## config.mk

```make
export PLATFORM = sky130hd
export DESIGN_NAME = pin_irq_detect
export DESIGN_NICKNAME = d
export VERILOG_FILES = /design/src/rtl/pid_pkg.sv /design/src/rtl/pid_cfg_regs.sv /design/src/rtl/pid_detect.sv /design/src/rtl/pid_status.sv /design/src/rtl/pin_irq_detect.sv
export SDC_FILE = /design/constraint.sdc
export NUM_CORES = 1
export LEC_CHECK = 0
export BUFFER_PORTS_ARGS = -buffer_cell sky130_fd_sc_hd__clkbuf_2
export CAP_MARGIN = 15
export CORE_ASPECT_RATIO = 1.1
export CORE_MARGIN = 2
export CORE_UTILIZATION = 60
export CTS_CLUSTER_DIAMETER = 60
export DETAILED_ROUTE_END_ITERATION = 8
export PLACE_DENSITY = 0.8
export SLEW_MARGIN = 20
export SYNTH_ARGS = -nofsm -noshare
export SYNTH_HDL_FRONTEND = slang
export SYNTH_SLANG_ARGS = --single-unit
export TNS_END_PERCENT = 50
```

## constraint.sdc

```tcl
create_clock -name clk -period 2.2 [get_ports clk]
set_input_delay 0.44 -clock clk [delete_from_list [all_inputs] [get_ports clk]]
set_output_delay 0.44 -clock clk [all_outputs]
set_load 0.02 [all_outputs]
```

## src/rtl/pid_pkg.sv

```systemverilog
package pid_pkg;

  localparam int CFG_W = 4;

  typedef enum logic [CFG_W-1:0] {
    TRIG_OFF  = 4'h0,
    TRIG_LOW  = 4'h8,
    TRIG_RISE = 4'h9,
    TRIG_FALL = 4'hA,
    TRIG_BOTH = 4'hB,
    TRIG_HIGH = 4'hC
  } trig_e;

  // Decide whether one pin raises its flag this cycle.
  function automatic logic trig_hit(logic [CFG_W-1:0] code, logic cur, logic prv);
    logic hit;
    case (code)
      TRIG_LOW:  hit = ~cur;
      TRIG_RISE: hit = cur & ~prv;
      TRIG_FALL: hit = ~cur & prv;
      TRIG_BOTH: hit = cur ^ prv;
      TRIG_HIGH: hit = cur;
      default:   hit = 1'b0;
    endcase
    return hit;
  endfunction

  function automatic logic code_known(logic [CFG_W-1:0] code);
    return (code == TRIG_LOW) || (code == TRIG_RISE) || (code == TRIG_FALL) ||
           (code == TRIG_BOTH) || (code == TRIG_HIGH);
  endfunction

endpackage

```

## src/rtl/pid_cfg_regs.sv

```systemverilog
module pid_cfg_regs
  import pid_pkg::*;
#(
  parameter int NUM_PINS = 32,
  parameter int IDX_W    = (NUM_PINS > 1) ? $clog2(NUM_PINS) : 1
) (
  input  logic                           clk,
  input  logic                           rst_n,
  input  logic                           wr_en_i,
  input  logic [IDX_W-1:0]               idx_i,
  input  logic [CFG_W-1:0]               field_i,
  output logic [NUM_PINS-1:0][CFG_W-1:0] cfg_o
);

  for (genvar g = 0; g < NUM_PINS; g++) begin : g_pin
    always_ff @(posedge clk or negedge rst_n) begin
      if (!rst_n)                                  cfg_o[g] <= '0;
      else if (wr_en_i && (idx_i == IDX_W'(g)))   cfg_o[g] <= field_i;
    end
  end

  AST_CFG_WRITE_LANDS: assert property (@(posedge clk) disable iff (!rst_n)
    wr_en_i |=> (cfg_o[$past(idx_i)] == $past(field_i)));

endmodule

```

## src/rtl/pid_detect.sv

```systemverilog
module pid_detect
  import pid_pkg::*;
#(
  parameter int NUM_PINS = 32
) (
  input  logic                           clk,
  input  logic                           rst_n,
  input  logic [NUM_PINS-1:0]            pin_i,
  input  logic [NUM_PINS-1:0][CFG_W-1:0] cfg_i,
  output logic [NUM_PINS-1:0]            event_o
);

  logic [NUM_PINS-1:0] pin_q;

  always_ff @(posedge clk or negedge rst_n) begin
    if (!rst_n) pin_q <= '0;
    else        pin_q <= pin_i;
  end

  for (genvar g = 0; g < NUM_PINS; g++) begin : g_pin
    assign event_o[g] = trig_hit(cfg_i[g], pin_i[g], pin_q[g]);

    AST_OFF_IS_SILENT: assert property (@(posedge clk) disable iff (!rst_n)
      !code_known(cfg_i[g]) |-> !event_o[g]);
    AST_STEADY_NO_EDGE: assert property (@(posedge clk) disable iff (!rst_n)
      ((cfg_i[g] inside {TRIG_RISE, TRIG_FALL, TRIG_BOTH}) && (pin_i[g] == pin_q[g]))
        |-> !event_o[g]);
  end

endmodule

```

## src/rtl/pid_status.sv

```systemverilog
module pid_status #(
  parameter int NUM_PINS = 32
) (
  input  logic                clk,
  input  logic                rst_n,
  input  logic [NUM_PINS-1:0] event_i,
  input  logic [NUM_PINS-1:0] clr_i,
  output logic [NUM_PINS-1:0] status_o,
  output logic                irq_o
);

  always_ff @(posedge clk or negedge rst_n) begin
    if (!rst_n) begin
      status_o <= '0;
      irq_o    <= 1'b0;
    end else begin
      status_o <= (status_o & ~clr_i) | event_i;
      irq_o    <= |status_o;
    end
  end

  AST_EVENT_SETS: assert property (@(posedge clk) disable iff (!rst_n)
    (|event_i) |=> ((status_o & $past(event_i)) == $past(event_i)));
  AST_CLEAR_TAKES: assert property (@(posedge clk) disable iff (!rst_n)
    (|(clr_i & ~event_i)) |=> ((status_o & $past(clr_i & ~event_i)) == '0));
  AST_FLAG_STICKY: assert property (@(posedge clk) disable iff (!rst_n)
    1'b1 |=> ((~status_o & $past(status_o & ~clr_i)) == '0));
  AST_IRQ_NEEDS_FLAG: assert property (@(posedge clk) disable iff (!rst_n)
    $rose(irq_o) |-> $past(|status_o));

endmodule

```

## src/rtl/pin_irq_detect.sv

```systemverilog
module pin_irq_detect
  import pid_pkg::*;
#(
  parameter int              NUM_PINS = 32,
  parameter int              ADDR_W   = 8,
  parameter int              CFG_LSB  = 16,
  parameter logic [ADDR_W-1:0] STAT_ADDR = 8'hA0
) (
  input  logic                clk,
  input  logic                rst_n,
  input  logic [NUM_PINS-1:0] pin_i,
  input  logic                reg_wr_i,
  input  logic                reg_rd_i,
  input  logic [ADDR_W-1:0]   reg_addr_i,
  input  logic [31:0]         reg_wdata_i,
  output logic [31:0]         reg_rdata_o,
  output logic                irq_o
);

  localparam int              IDX_W    = (NUM_PINS > 1) ? $clog2(NUM_PINS) : 1;
  localparam logic [ADDR_W-1:0] CTRL_END = ADDR_W'(4 * NUM_PINS);

  logic                           ctrl_hit;
  logic                           stat_hit;
  logic [IDX_W-1:0]               idx;
  logic [NUM_PINS-1:0][CFG_W-1:0] cfg;
  logic [NUM_PINS-1:0]            events;
  logic [NUM_PINS-1:0]            clr;
  logic [NUM_PINS-1:0]            status;
  logic [31:0]                    rd_word;

  assign ctrl_hit = (reg_addr_i < CTRL_END);
  assign stat_hit = (reg_addr_i == STAT_ADDR);
  assign idx      = reg_addr_i[IDX_W+1:2];
  assign clr      = (reg_wr_i && stat_hit) ? reg_wdata_i[NUM_PINS-1:0] : '0;

  pid_cfg_regs #(.NUM_PINS(NUM_PINS), .IDX_W(IDX_W)) u_cfg (
    .clk     (clk),
    .rst_n   (rst_n),
    .wr_en_i (reg_wr_i && ctrl_hit),
    .idx_i   (idx),
    .field_i (reg_wdata_i[CFG_LSB +: CFG_W]),
    .cfg_o   (cfg)
  );

  pid_detect #(.NUM_PINS(NUM_PINS)) u_det (
    .clk     (clk),
    .rst_n   (rst_n),
    .pin_i   (pin_i),
    .cfg_i   (cfg),
    .event_o (events)
  );

  pid_status #(.NUM_PINS(NUM_PINS)) u_stat (
    .clk      (clk),
    .rst_n    (rst_n),
    .event_i  (events),
    .clr_i    (clr),
    .status_o (status),
    .irq_o    (irq_o)
  );

  always_comb begin
    rd_word = '0;
    if (ctrl_hit)      rd_word[CFG_LSB +: CFG_W] = cfg[idx];
    else if (stat_hit) rd_word[NUM_PINS-1:0]     = status;
  end

  always_ff @(posedge clk or negedge rst_n) begin
    if (!rst_n)        reg_rdata_o <= '0;
    else if (reg_rd_i) reg_rdata_o <= rd_word;
  end

  AST_RDATA_HOLDS: assert property (@(posedge clk) disable iff (!rst_n)
    !reg_rd_i |=> $stable(reg_rdata_o));
  AST_STATUS_READ: assert property (@(posedge clk) disable iff (!rst_n)
    (reg_rd_i && stat_hit) |=> (reg_rdata_o[NUM_PINS-1:0] == $past(status)));

endmodule

```

======== Word level (Yosys, flattened, before mapping) ========
Index checks and enable logic that the tools add are counted.
word-level totals
  flip-flop bits (word level) ............. 225
cells by class
  reduce and logical (&&, ||, !) cells .... 36
  order comparisons ....................... 2
  mux-type cells .......................... 39
  equality and inequality tests ........... 192
  bitwise gates (word level) .............. 163
operators by type and width
  cell                  count
  $eq A4 B4 Y1 const B  160
  $pmux W1 S5           32
  $eq A5 B5 Y1 const B  16
  $and A1 B1 Y1         64
  $mux W32              2
  $not A1 Y1            64
  $eq A5 B4 Y1 const B  8
  $logic_and A1 B1 Y1   34
  $and A32 B32 Y32      1
  $not A32 Y32          1
  $or A32 B32 Y32       1
  $reduce_or A32 Y1     1
  $xor A1 B1 Y1         32
  $bmux W4 S5           1
  $eq A5 B3 Y1 const B  4
  $mux W16              1
  $mux W12              1
  $eq A5 B2 Y1 const B  2
  $eq A8 B8 Y1 const B  1
  $lt A8 B8 Y1 const B  1
  $mux W4               2
  $lt A5 B6 Y1 const B  1
  $eq A5 B1 Y1 const B  1
  $logic_not A5 Y1      1

======== Logic depth before layout (Yosys ltp) ========
Gate-level depths: netlist of run 1.
  word-level depth ........................ 6
  depth in mapped cells ................... 8

======== Modules after synthesis ========
A second synthesis of run 1 with hierarchy kept.
unflattened totals
  cell total of the unflattened synthesis .. 1065
  area total of the unflattened synthesis .. 12446.9 sq um
modules (own cells, without submodules)
  module          seq. area each (sq um)  area an instance (sq um)  times used  cells an instance
  pid_cfg_regs    3203.1                  4971.0                    1           316
  pid_detect      800.8                   3672.3                    1           426
  pin_irq_detect  800.8                   2541.2                    1           215
  pid_status      825.8                   1262.5                    1           108

======== Least setup slack after synthesis of run 1 ========
OpenSTA, ideal clock, no wires.
  path type ............................... input -> register
  start point ............................. input port reg_addr_i[2]
  end point ............................... register reg_rdata_o[19]
  arrival time ............................ 1772 ps
  library setup time ...................... 127 ps
  path slack .............................. 300 ps
  stages on the path ...................... 6
  path through ............................ buf_6 -> buf_6 -> mux4_2 -> a2111o_1 -> o21ai_1 -> o21ai_1
between the ends
  word-level cells in the longest chain between the ends .. 3
  elaborated cells between the ends (all ways) .. 6
  those cells by class .................... 1 x order compare; 1 x eq/ne; 4 x mux
ends and longest elaborated chain
  what                                                       RTL line                                    source
  start, declared                                            pin_irq_detect.sv:14                        input logic [ADDR_W-1:0] reg_addr_i,
  $bmux W4 S5 or $eq A8 B8 Y1 (tied branches)                pin_irq_detect.sv:65, pin_irq_detect.sv:33
  $mux W4 (not written as such) or $mux W32 (tied branches)  pin_irq_detect.sv:65, pin_irq_detect.sv:66
  $mux W4 *                                                  pin_irq_detect.sv:65                        if (ctrl_hit) rd_word[CFG_LSB +: CFG_W] = cfg[idx];
  end signal, assigned                                       pin_irq_detect.sv:71                        else if (reg_rd_i) reg_rdata_o <= rd_word;
  end, declared                                              pin_irq_detect.sv:16                        output logic [31:0] reg_rdata_o,
Mark *: on every way between the ends. The rest lies on a longest branch, timed or not. The select of a mux whose other input is x is not followed.
A chain may end at the register's enable or synchronous reset.

======== Worst setup path in the final report of run 1 ========
  start point ............................. register u_cfg.cfg_o[33] (netlist bit)
  end point ............................... register reg_rdata_o[17]
between the ends
  word-level cells in the longest chain between the ends .. 3
ends and longest elaborated chain
  what                             RTL line              source
  start, declared                  pid_cfg_regs.sv:12    output logic [NUM_PINS-1:0][CFG_W-1:0] cfg_o
  start signal, assigned by index  pid_cfg_regs.sv:18    else if (wr_en_i && (idx_i == IDX_W'(g))) cfg_o[g] <= field_i;
  $bmux W4 S5                      pin_irq_detect.sv:65
  $mux W4 (not written as such)    pin_irq_detect.sv:65
  $mux W4                          pin_irq_detect.sv:65
Every way passes these cells. The select of a mux whose other input is x is not followed.

==> results of run 1 <==
==> sequential cells by signal, summed over array words and instances, names as in the netlist <==
register,count
u_cfg.cfg_o,128
reg_rdata_o,32
u_det.pin_q,32
u_stat.status_o,32
u_stat.irq_o,1
==> power breakdown <==
part / switching, mW / internal (mW) / leakage, nW
logic: 0.805 / 0.982 / 3.43
registers: 0.848 / 4.73 / 2.80
clock network: 1.70 / 2.54 / 0.407
total: 3.35 / 8.25 / 6.64
==> final cells by class <==
cell class / count / area [sq um]
Fill cell: 1410 / 5947
Sequential cell: 225 / 5630
Multi-Input combinational cell: 655 / 5547
Timing Repair Buffer: 142 / 883.3
Clock buffer: 32 / 681.9
Inverter: 154 / 578.1
Tap cell: 252 / 315.3
Clock inverter: 12 / 146.4
==> layout by cell type, fill, tap and decap left out, types with 4 or more instances in the layout <==
cell type and count:
sky130_fd_sc_hd__a311oi_1 4, sky130_fd_sc_hd__mux4_2 24, sky130_fd_sc_hd__nor2b_1 9, sky130_fd_sc_hd__clkbuf_2 107
sky130_fd_sc_hd__a2111o_1 4, sky130_fd_sc_hd__buf_12 6, sky130_fd_sc_hd__dfrtp_1 225, sky130_fd_sc_hd__nor2_1 57
sky130_fd_sc_hd__nand3_1 9, sky130_fd_sc_hd__o211ai_1 4, sky130_fd_sc_hd__nand2_1 94, sky130_fd_sc_hd__a32o_1 30
sky130_fd_sc_hd__clkbuf_1 4, sky130_fd_sc_hd__buf_4 27, sky130_fd_sc_hd__inv_1 154, sky130_fd_sc_hd__nor3_1 5
sky130_fd_sc_hd__ha_1 64, sky130_fd_sc_hd__clkinv_2 6, sky130_fd_sc_hd__a311o_1 30, sky130_fd_sc_hd__mux2_2 118
sky130_fd_sc_hd__a31oi_1 4, sky130_fd_sc_hd__clkbuf_16 25, sky130_fd_sc_hd__nor4_1 8, sky130_fd_sc_hd__o21ai_0 78
sky130_fd_sc_hd__o21ai_1 4, sky130_fd_sc_hd__mux2i_1 52, sky130_fd_sc_hd__xor2_1 30
==> routing by layer <==
metal	share of wire, %	up-vias
li1	-	3998
met1	41	4449
met2	49	297
met3	6.5	81
met4	3.6	0
met5	0	-
==> worst max-delay path: cells and delay by family (launching register included) <==
family          cells  cell delay (ns)
flops               1             0.47
compound gates      3             0.69
mux                 1             0.49
==> worst paths after layout <==
| check | startpoint | to | cells past startpoint |
|---|---|---|---|
| worst max-delay path | u_cfg.cfg_o[33]$_DFFE_PN0P_ | reg_rdata_o[17]$_DFFE_PN0P_ | 4 |
| worst min-delay path | pin_i[8] | u_det.pin_q[8]$_DFF_PN0_ | 1 |
| worst max register to register | u_cfg.cfg_o[33]$_DFFE_PN0P_ | reg_rdata_o[17]$_DFFE_PN0P_ | 4 |
| worst min register to register | reg_rdata_o[13]$_DFFE_PN0P_ | reg_rdata_o[13]$_DFFE_PN0P_ | 2 |
| max in group asynchronous | rst_n | reg_rdata_o[0]$_DFFE_PN0P_ | 3 |
| min in group asynchronous | rst_n | reg_rdata_o[27]$_DFFE_PN0P_ | 2 |
==> stage by stage <==
| step | area (sq um) | setup slack [ns] | hold WS, ns | util [%] | total power, mW |
|---|---|---|---|---|---|
| 2_1_floorplan | 11960 | 0.3003 | 0.1444 | - | 6.512 |
| 3_3_place_gp | 12940 | 0.04100 | 0.4449 | 65.61 | 7.262 |
| 3_5_place_dp | 12940 | 0.04780 | 0.4504 | 65.61 | 7.367 |
| 4_1_cts | 13780 | 0.4209 | 0.08576 | 69.86 | 11.58 |
| 5_1_grt | 13780 | 0.3206 | 0.09010 | 69.86 | 12.05 |
| 6_report | 13780 | 0.4146 | 0.09099 | 69.86 | 11.60 |
==> timing repair <==
item / in CTS / in global routing
buffers inserted: 0 / 0
hold endpoints to repair: 62 / 0
gates resized for setup: 0 / 0
hold buffers: 1 / 0
==> cell families (layout without fill, tap and decap cells) <==
group | after synthesis | after routing | synth area share [%]
XOR/XNOR | 30 | 30 | 2.196
AO/OA/AOI/OAI | 166 | 166 | 10.04
adder cells (fa/ha/maj) | 64 | 64 | 6.693
multiplexers | 194 | 194 | 19.97
flip-flops | 225 | 225 | 47.06
AND/OR/NAND/NOR | 201 | 201 | 7.457
buffers and inverters | 194 | 340 | 6.578
==> flow_metrics.env, run 1 <==
export IMPL_postSynthNetCount=1214
export IMPL_max_clock_freq_ghz=0.5601
export IMPL_dp_hpwl_mm=21.63
export IMPL_fin_worst_skew_ns=0.008769
export IMPL_critPathLaunchType="flop"
export IMPL_gpl_final_weighted_congestion=0.9179
export IMPL_pwr_density_cell_nw_per_um2=841.7
export IMPL_critical_path_slowest_cell="sky130_fd_sc_hd__mux4_2"
export IMPL_layout_drive_gt1_share_pct=26.80
export IMPL_worst_skew_pair_late_latency_ns=0.51
export IMPL_slowest_delay_ns=0.49
export IMPL_final_hold_violation_count=0
export IMPL_core_region_area_sq_um=19730
export IMPL_drv_slew=0
export IMPL_grt_start_max_net_pins=69
export IMPL_fin_crit_ns=1.785
export IMPL_period_share_pct=81.16
export IMPL_grt_met1_usage_pct=38.14
export IMPL_drt_vias_per_instance=5.995
export IMPL_post_drt_wl_per_cell_um=20.66
export IMPL_status="completed"
export IMPL_synth_yosys_warnings=0
export IMPL_top_usage_layer="met2"
export IMPL_ctsLongestPathBuffers=3
export IMPL_avgSynthCellArea_sq_um=11.14
export IMPL_floorplan_rows=54
export IMPL_via_count=8825
export IMPL_fin_setup_tns_ns=0
export IMPL_synth_largest_type_area_fraction_pct=47.06
export IMPL_met2_usage_pct=49.43
export IMPL_ys_flop_type="sky130_fd_sc_hd__dfrtp_1"
export IMPL_layoutNonFillerInstCount=1472
export IMPL_antenna_violating_nets_post_route=0
export IMPL_crit_type="reg -> reg"
export IMPL_die_area_sq_um=21090
export IMPL_area_growth_synth_to_final_pct=15.20
export IMPL_worstPathRequired_ns=2.58
export IMPL_cp_end_kind="flop"
export IMPL_floorplan_die_height_um=152.1
export IMPL_synth_enable_flop_cells=0
export IMPL_cts_tree="yes"
export IMPL_grt_setup_unrepaired="no"
export IMPL_max_cap_violations=0
export IMPL_detailed_route_drc_error_count=0
export IMPL_crit_path_frequent_cell="sky130_fd_sc_hd__o21ai_0"
export IMPL_port_buffer_count=108
export IMPL_place_inst=1427
export IMPL_cts_sinks=225
export IMPL_worst_r2r_setup_slack_ns=0.41
export IMPL_io_pins=109
export IMPL_min_path_type="in -> reg"
export IMPL_relSlewSlack_pct=42.56
export IMPL_groute_layer_met3_usage_pct=5.137
export IMPL_cts_inserted_buffers=24
export IMPL_postSynth_asyncResetShare_pct=100.0
export IMPL_critical_path_cell_chain="mux4_2 -> a2111o_1 -> o21ai_0 -> o21ai_0"
export IMPL_p_leak_nw=6.636
export IMPL_initial_antenna_violation_count=0
export IMPL_max_slew_worst_pin_slew_ns=0.8616
export IMPL_h_tree_depth=1
export IMPL_synth_top_cells_by_count="225 x sky130_fd_sc_hd__dfrtp_1, 154 x sky130_fd_sc_hd__inv_1, 118 x sky130_fd_sc_hd__mux2_2, 94 x sky130_fd_sc_hd__nand2_1, 78 x sky130_fd_sc_hd__o21ai_0"
export IMPL_worst_ep_arrival_time_ns=2.17
export IMPL_timing_critical_path_fanout_max=5
export IMPL_grtUsageTotal_pct=29.16
export IMPL_netlist_area_sq_um=11960
export IMPL_synthesis_instances=1074
export IMPL_clk_pin_slew_ns=0.07
export IMPL_initial_core_utilization_pct=60.64
export IMPL_setup_viol=0
export IMPL_post_synth_top_count_cell="sky130_fd_sc_hd__dfrtp_1"
export IMPL_drt_wl_total_mm=30.42
export IMPL_max_vdd_ir_drop_mv=0.7079
export IMPL_synth_seq_area_share_pct=47.06
export IMPL_ys_types=42
export IMPL_synth_top_cells_by_area="sky130_fd_sc_hd__dfrtp_1 47%, sky130_fd_sc_hd__mux2_2 11%, sky130_fd_sc_hd__ha_1 6.7%"
export IMPL_first_global_vias=9160
export IMPL_number_of_antenna_cells_inserted=0
export IMPL_die_width_um=138.6
export IMPL_num_nets_final=1342
export IMPL_drt_pass1_iter_count=6
export IMPL_cts_root_buffer="sky130_fd_sc_hd__clkbuf_16"
export IMPL_detail_route_iter0_violations=680
export IMPL_grt_first_pass_wirelength_mm=48.98
export IMPL_yosys_area_top_type="sky130_fd_sc_hd__dfrtp_1"
export IMPL_globalRouteOverflowTotal=0
export IMPL_ys_ff_latch=225
Note: power is estimated with default switching activity, not from simulation.
==> run 2: changes to the inputs <==
--- a/config.mk
+++ b/config.mk
@@ -9,10 +9,10 @@
 export CAP_MARGIN = 15
 export CORE_ASPECT_RATIO = 1.1
 export CORE_MARGIN = 2
-export CORE_UTILIZATION = 60
+export CORE_UTILIZATION = 54
 export CTS_CLUSTER_DIAMETER = 60
 export DETAILED_ROUTE_END_ITERATION = 8
-export PLACE_DENSITY = 0.8
+export PLACE_DENSITY = 0.76
 export SLEW_MARGIN = 20
 export SYNTH_ARGS = -nofsm -noshare
 export SYNTH_HDL_FRONTEND = slang
==> constraint.sdc (replaced) <==
create_clock -name clk -period 1.64 [get_ports clk]
set_input_delay 0.328 -clock clk [delete_from_list [all_inputs] [get_ports clk]]
set_output_delay 0.328 -clock clk [all_outputs]
set_load 0.02 [all_outputs]
==> flow_metrics.env, run 2 (synthesis results as in run 1) <==
export IMPL_status="completed"
export IMPL_detail_route_iter0_violations=651
export IMPL_relSlewSlack_pct=68.16
export IMPL_initial_core_utilization_pct=54.64
export IMPL_routed_wl_met2_mm=16.04
export IMPL_globalRouteOverflowTotal=0
export IMPL_worst_ep_arrival_time_ns=2.01
export IMPL_num_nets_final=1476
export IMPL_timing_reg2reg_worst_path_depth=5
export IMPL_totalPowerFinal_mw=15.66
export IMPL_fin_setup_tns_ns=0
export IMPL_pwr_density_cell_nw_per_um2=1044
export IMPL_antenna_violating_nets_post_route=0
export IMPL_whs_endpoint="u_det.pin_q[28]$_DFF_PN0_"
export IMPL_dp_hpwl_mm=23.80
export IMPL_max_slew_worst_pin_slew_ns=0.4776
export IMPL_ctsLongestPathBuffers=3
export IMPL_final_hold_violation_count=0
export IMPL_fin_worst_skew_ns=0.01072
export IMPL_max_vdd_ir_drop_mv=0.6850
export IMPL_met3_length_mm=1.957
export IMPL_worst_reg2reg_startpoint="u_cfg.cfg_o[94]$_DFFE_PN0P_"
export IMPL_via_count=9374
export IMPL_cp_end_kind="flop"
export IMPL_grt_start_max_net_pins=50
export IMPL_worst_hold_path_num_cells=1
export IMPL_rr_endpoint="reg_rdata_o[18]$_DFFE_PN0P_"
export IMPL_grtUsageTotal_pct=28.62
export IMPL_area_growth_synth_to_final_pct=25.33
export IMPL_setup_viol=0
export IMPL_max_clock_freq_ghz=0.6178
export IMPL_detailed_route_drc_error_count=0
export IMPL_core_region_area_sq_um=21890
export IMPL_floorplan_die_height_um=160.1
export IMPL_drv_slew=0
export IMPL_period_share_pct=98.70
export IMPL_critical_path_buf_inv_count=0
export IMPL_first_global_vias=9940
export IMPL_crit_type="reg -> reg"
export IMPL_critical_path_cell_chain="mux4_2 -> mux2i_2 -> nor2_1 -> a311oi_2 -> o21ai_1"
export IMPL_cts_root_buffer="sky130_fd_sc_hd__clkbuf_16"
export IMPL_die_width_um=145.9
export IMPL_drt_wl_total_mm=32.71
export IMPL_io_pins=109
export IMPL_layout_drive_gt1_share_pct=32.12
export IMPL_top_layer_used="met5"
export IMPL_mostFrequentLayoutCells="225 x sky130_fd_sc_hd__dfrtp_1, 154 x sky130_fd_sc_hd__inv_1, 123 x sky130_fd_sc_hd__buf_4, 118 x sky130_fd_sc_hd__mux2_2, 106 x sky130_fd_sc_hd__clkbuf_2"
export IMPL_fin_crit_ns=1.619
export IMPL_critical_path_slowest_cell="sky130_fd_sc_hd__mux4_2"
export IMPL_registers_top_by_ff_count="u_cfg.cfg_o"
export IMPL_worst_r2r_setup_slack_ns=0.02
export IMPL_slowest_delay_ns=0.49
export IMPL_floorplan_rows=57
export IMPL_path_delay_family="multiplexers"
export IMPL_cts_inserted_buffers=24
export IMPL_worstPathRequired_ns=2.03
export IMPL_critPathLaunchType="flop"
export IMPL_p_leak_nw=7.282
export IMPL_number_of_antenna_cells_inserted=0
export IMPL_grt_first_pass_wirelength_mm=52.96
export IMPL_worst_skew_pair_late_latency_ns=0.51
export IMPL_fillerInstances=1575
export IMPL_m1WireLength_mm=13.43
export IMPL_port_buffer_count=108
export IMPL_h_tree_depth=1
export IMPL_clk_pin_slew_ns=0.06
export IMPL_largest_reg_flops=128
export IMPL_die_area_sq_um=23360
export IMPL_gpl_final_weighted_congestion=0.8961
export IMPL_max_cap_violations=0
export IMPL_cts_sinks=225
export IMPL_hold_start="pin_i[28]"
export IMPL_post_drt_wl_per_cell_um=19.87
export IMPL_cts_tree="yes"
export IMPL_drt_vias_per_instance=5.695
export IMPL_timing_critical_path_fanout_max=2
export IMPL_min_path_type="in -> reg"
export IMPL_initial_antenna_violation_count=1
export IMPL_grt_setup_unrepaired="yes"
export IMPL_drt_pass1_iter_count=5
export IMPL_mostFrequentLayoutCell="sky130_fd_sc_hd__dfrtp_1"
## run 2: cell types whose count changed in the layout (fill, tap and decap cells not counted), moves of 5 or more
cell / before / now
sky130_fd_sc_hd__buf_4: 27 / 123
sky130_fd_sc_hd__nor2_1: 57 / 52
sky130_fd_sc_hd__buf_12: 6 / 14
sky130_fd_sc_hd__clkbuf_1: 4 / 10
sky130_fd_sc_hd__dlygate4sd3_1: 1 / 31
## run 2: metrics by stage
stage	cells	setup slack (ns)	cell area [sq um]	hold slack, ns	util (%)
6_report	1646	0.02140	14990	0.02489	68.48
5_1_grt	1646	-0.02135	14990	0.003962	68.48
4_1_cts	1645	0.001355	14990	0.002222	68.45
3_5_place_dp	1568	-0.3545	13880	0.2853	63.40
3_3_place_gp	1568	-0.3397	13880	0.2855	63.40
2_1_floorplan	1074	-0.1090	12040	0.03241	-
## run 2: worst register-to-register path, delay by kind of cell (launching register included)
kind             cells  cell delay, ns
AO/OA/AOI/OAI        2            0.33
multiplexers         2            0.68
AND/OR/NAND/NOR      1            0.07
flip-flops           1            0.40
## run 2: area by class of cell
| cell class | count | area (sq um) | share of cell area, % |
|---|---|---|---|
| Multi-Input combinational cell | 655 | 5617 | 37.46 |
| Tap cell | 295 | 369.1 | 2.462 |
| Timing Repair Buffer | 276 | 2064 | 13.77 |
| Clock buffer | 37 | 690.7 | 4.606 |
| Sequential cell | 225 | 5630 | 37.55 |
| Inverter | 154 | 578.1 | 3.855 |
| Clock inverter | 4 | 45.04 | 0.3004 |
## run 2: how the worst max path moves through the flow
| stage | startpoint | endpoint | cells after the start |
|---|---|---|---|
| after detailed placement | reg_addr_i[2] | reg_rdata_o[18]$_DFFE_PN0P_ | 8 |
| after global routing | u_cfg.cfg_o[94]$_DFFE_PN0P_ | reg_rdata_o[18]$_DFFE_PN0P_ | 5 |
| final | u_cfg.cfg_o[94]$_DFFE_PN0P_ | reg_rdata_o[18]$_DFFE_PN0P_ | 5 |
| after global placement | reg_addr_i[2] | reg_rdata_o[17]$_DFFE_PN0P_ | 8 |
| after CTS | u_cfg.cfg_o[94]$_DFFE_PN0P_ | reg_rdata_o[18]$_DFFE_PN0P_ | 5 |
| after floorplan | reg_addr_i[2] | u_cfg.cfg_o[112]$_DFFE_PN0P_ | 6 |
## run 2: per-layer routing
metal  vias to the layer above  global-route usage (%)
li1                       4252                       -
met2                       355                   48.37
met4                         2                   11.27
met3                        95                   4.114
met1                      4670                   37.43
met5                         -                       0
## run 2: report_power, final
group | leakage [nW] | internal (mW) | switching (mW)
clock network | 0.360 | 3.04 | 2.16
logic | 4.13 | 1.74 | 1.43
registers | 2.80 | 6.35 | 0.948
total | 7.28 | 11.1 | 4.54
## run 2: timing repair
item	4_1_cts	5_1_grt
gates resized for setup	7	1
pin swaps	3	4
hold buffers	31	0
buffers inserted	5	1
endpoints found under the setup margin	3	5
hold endpoints to repair	70	0
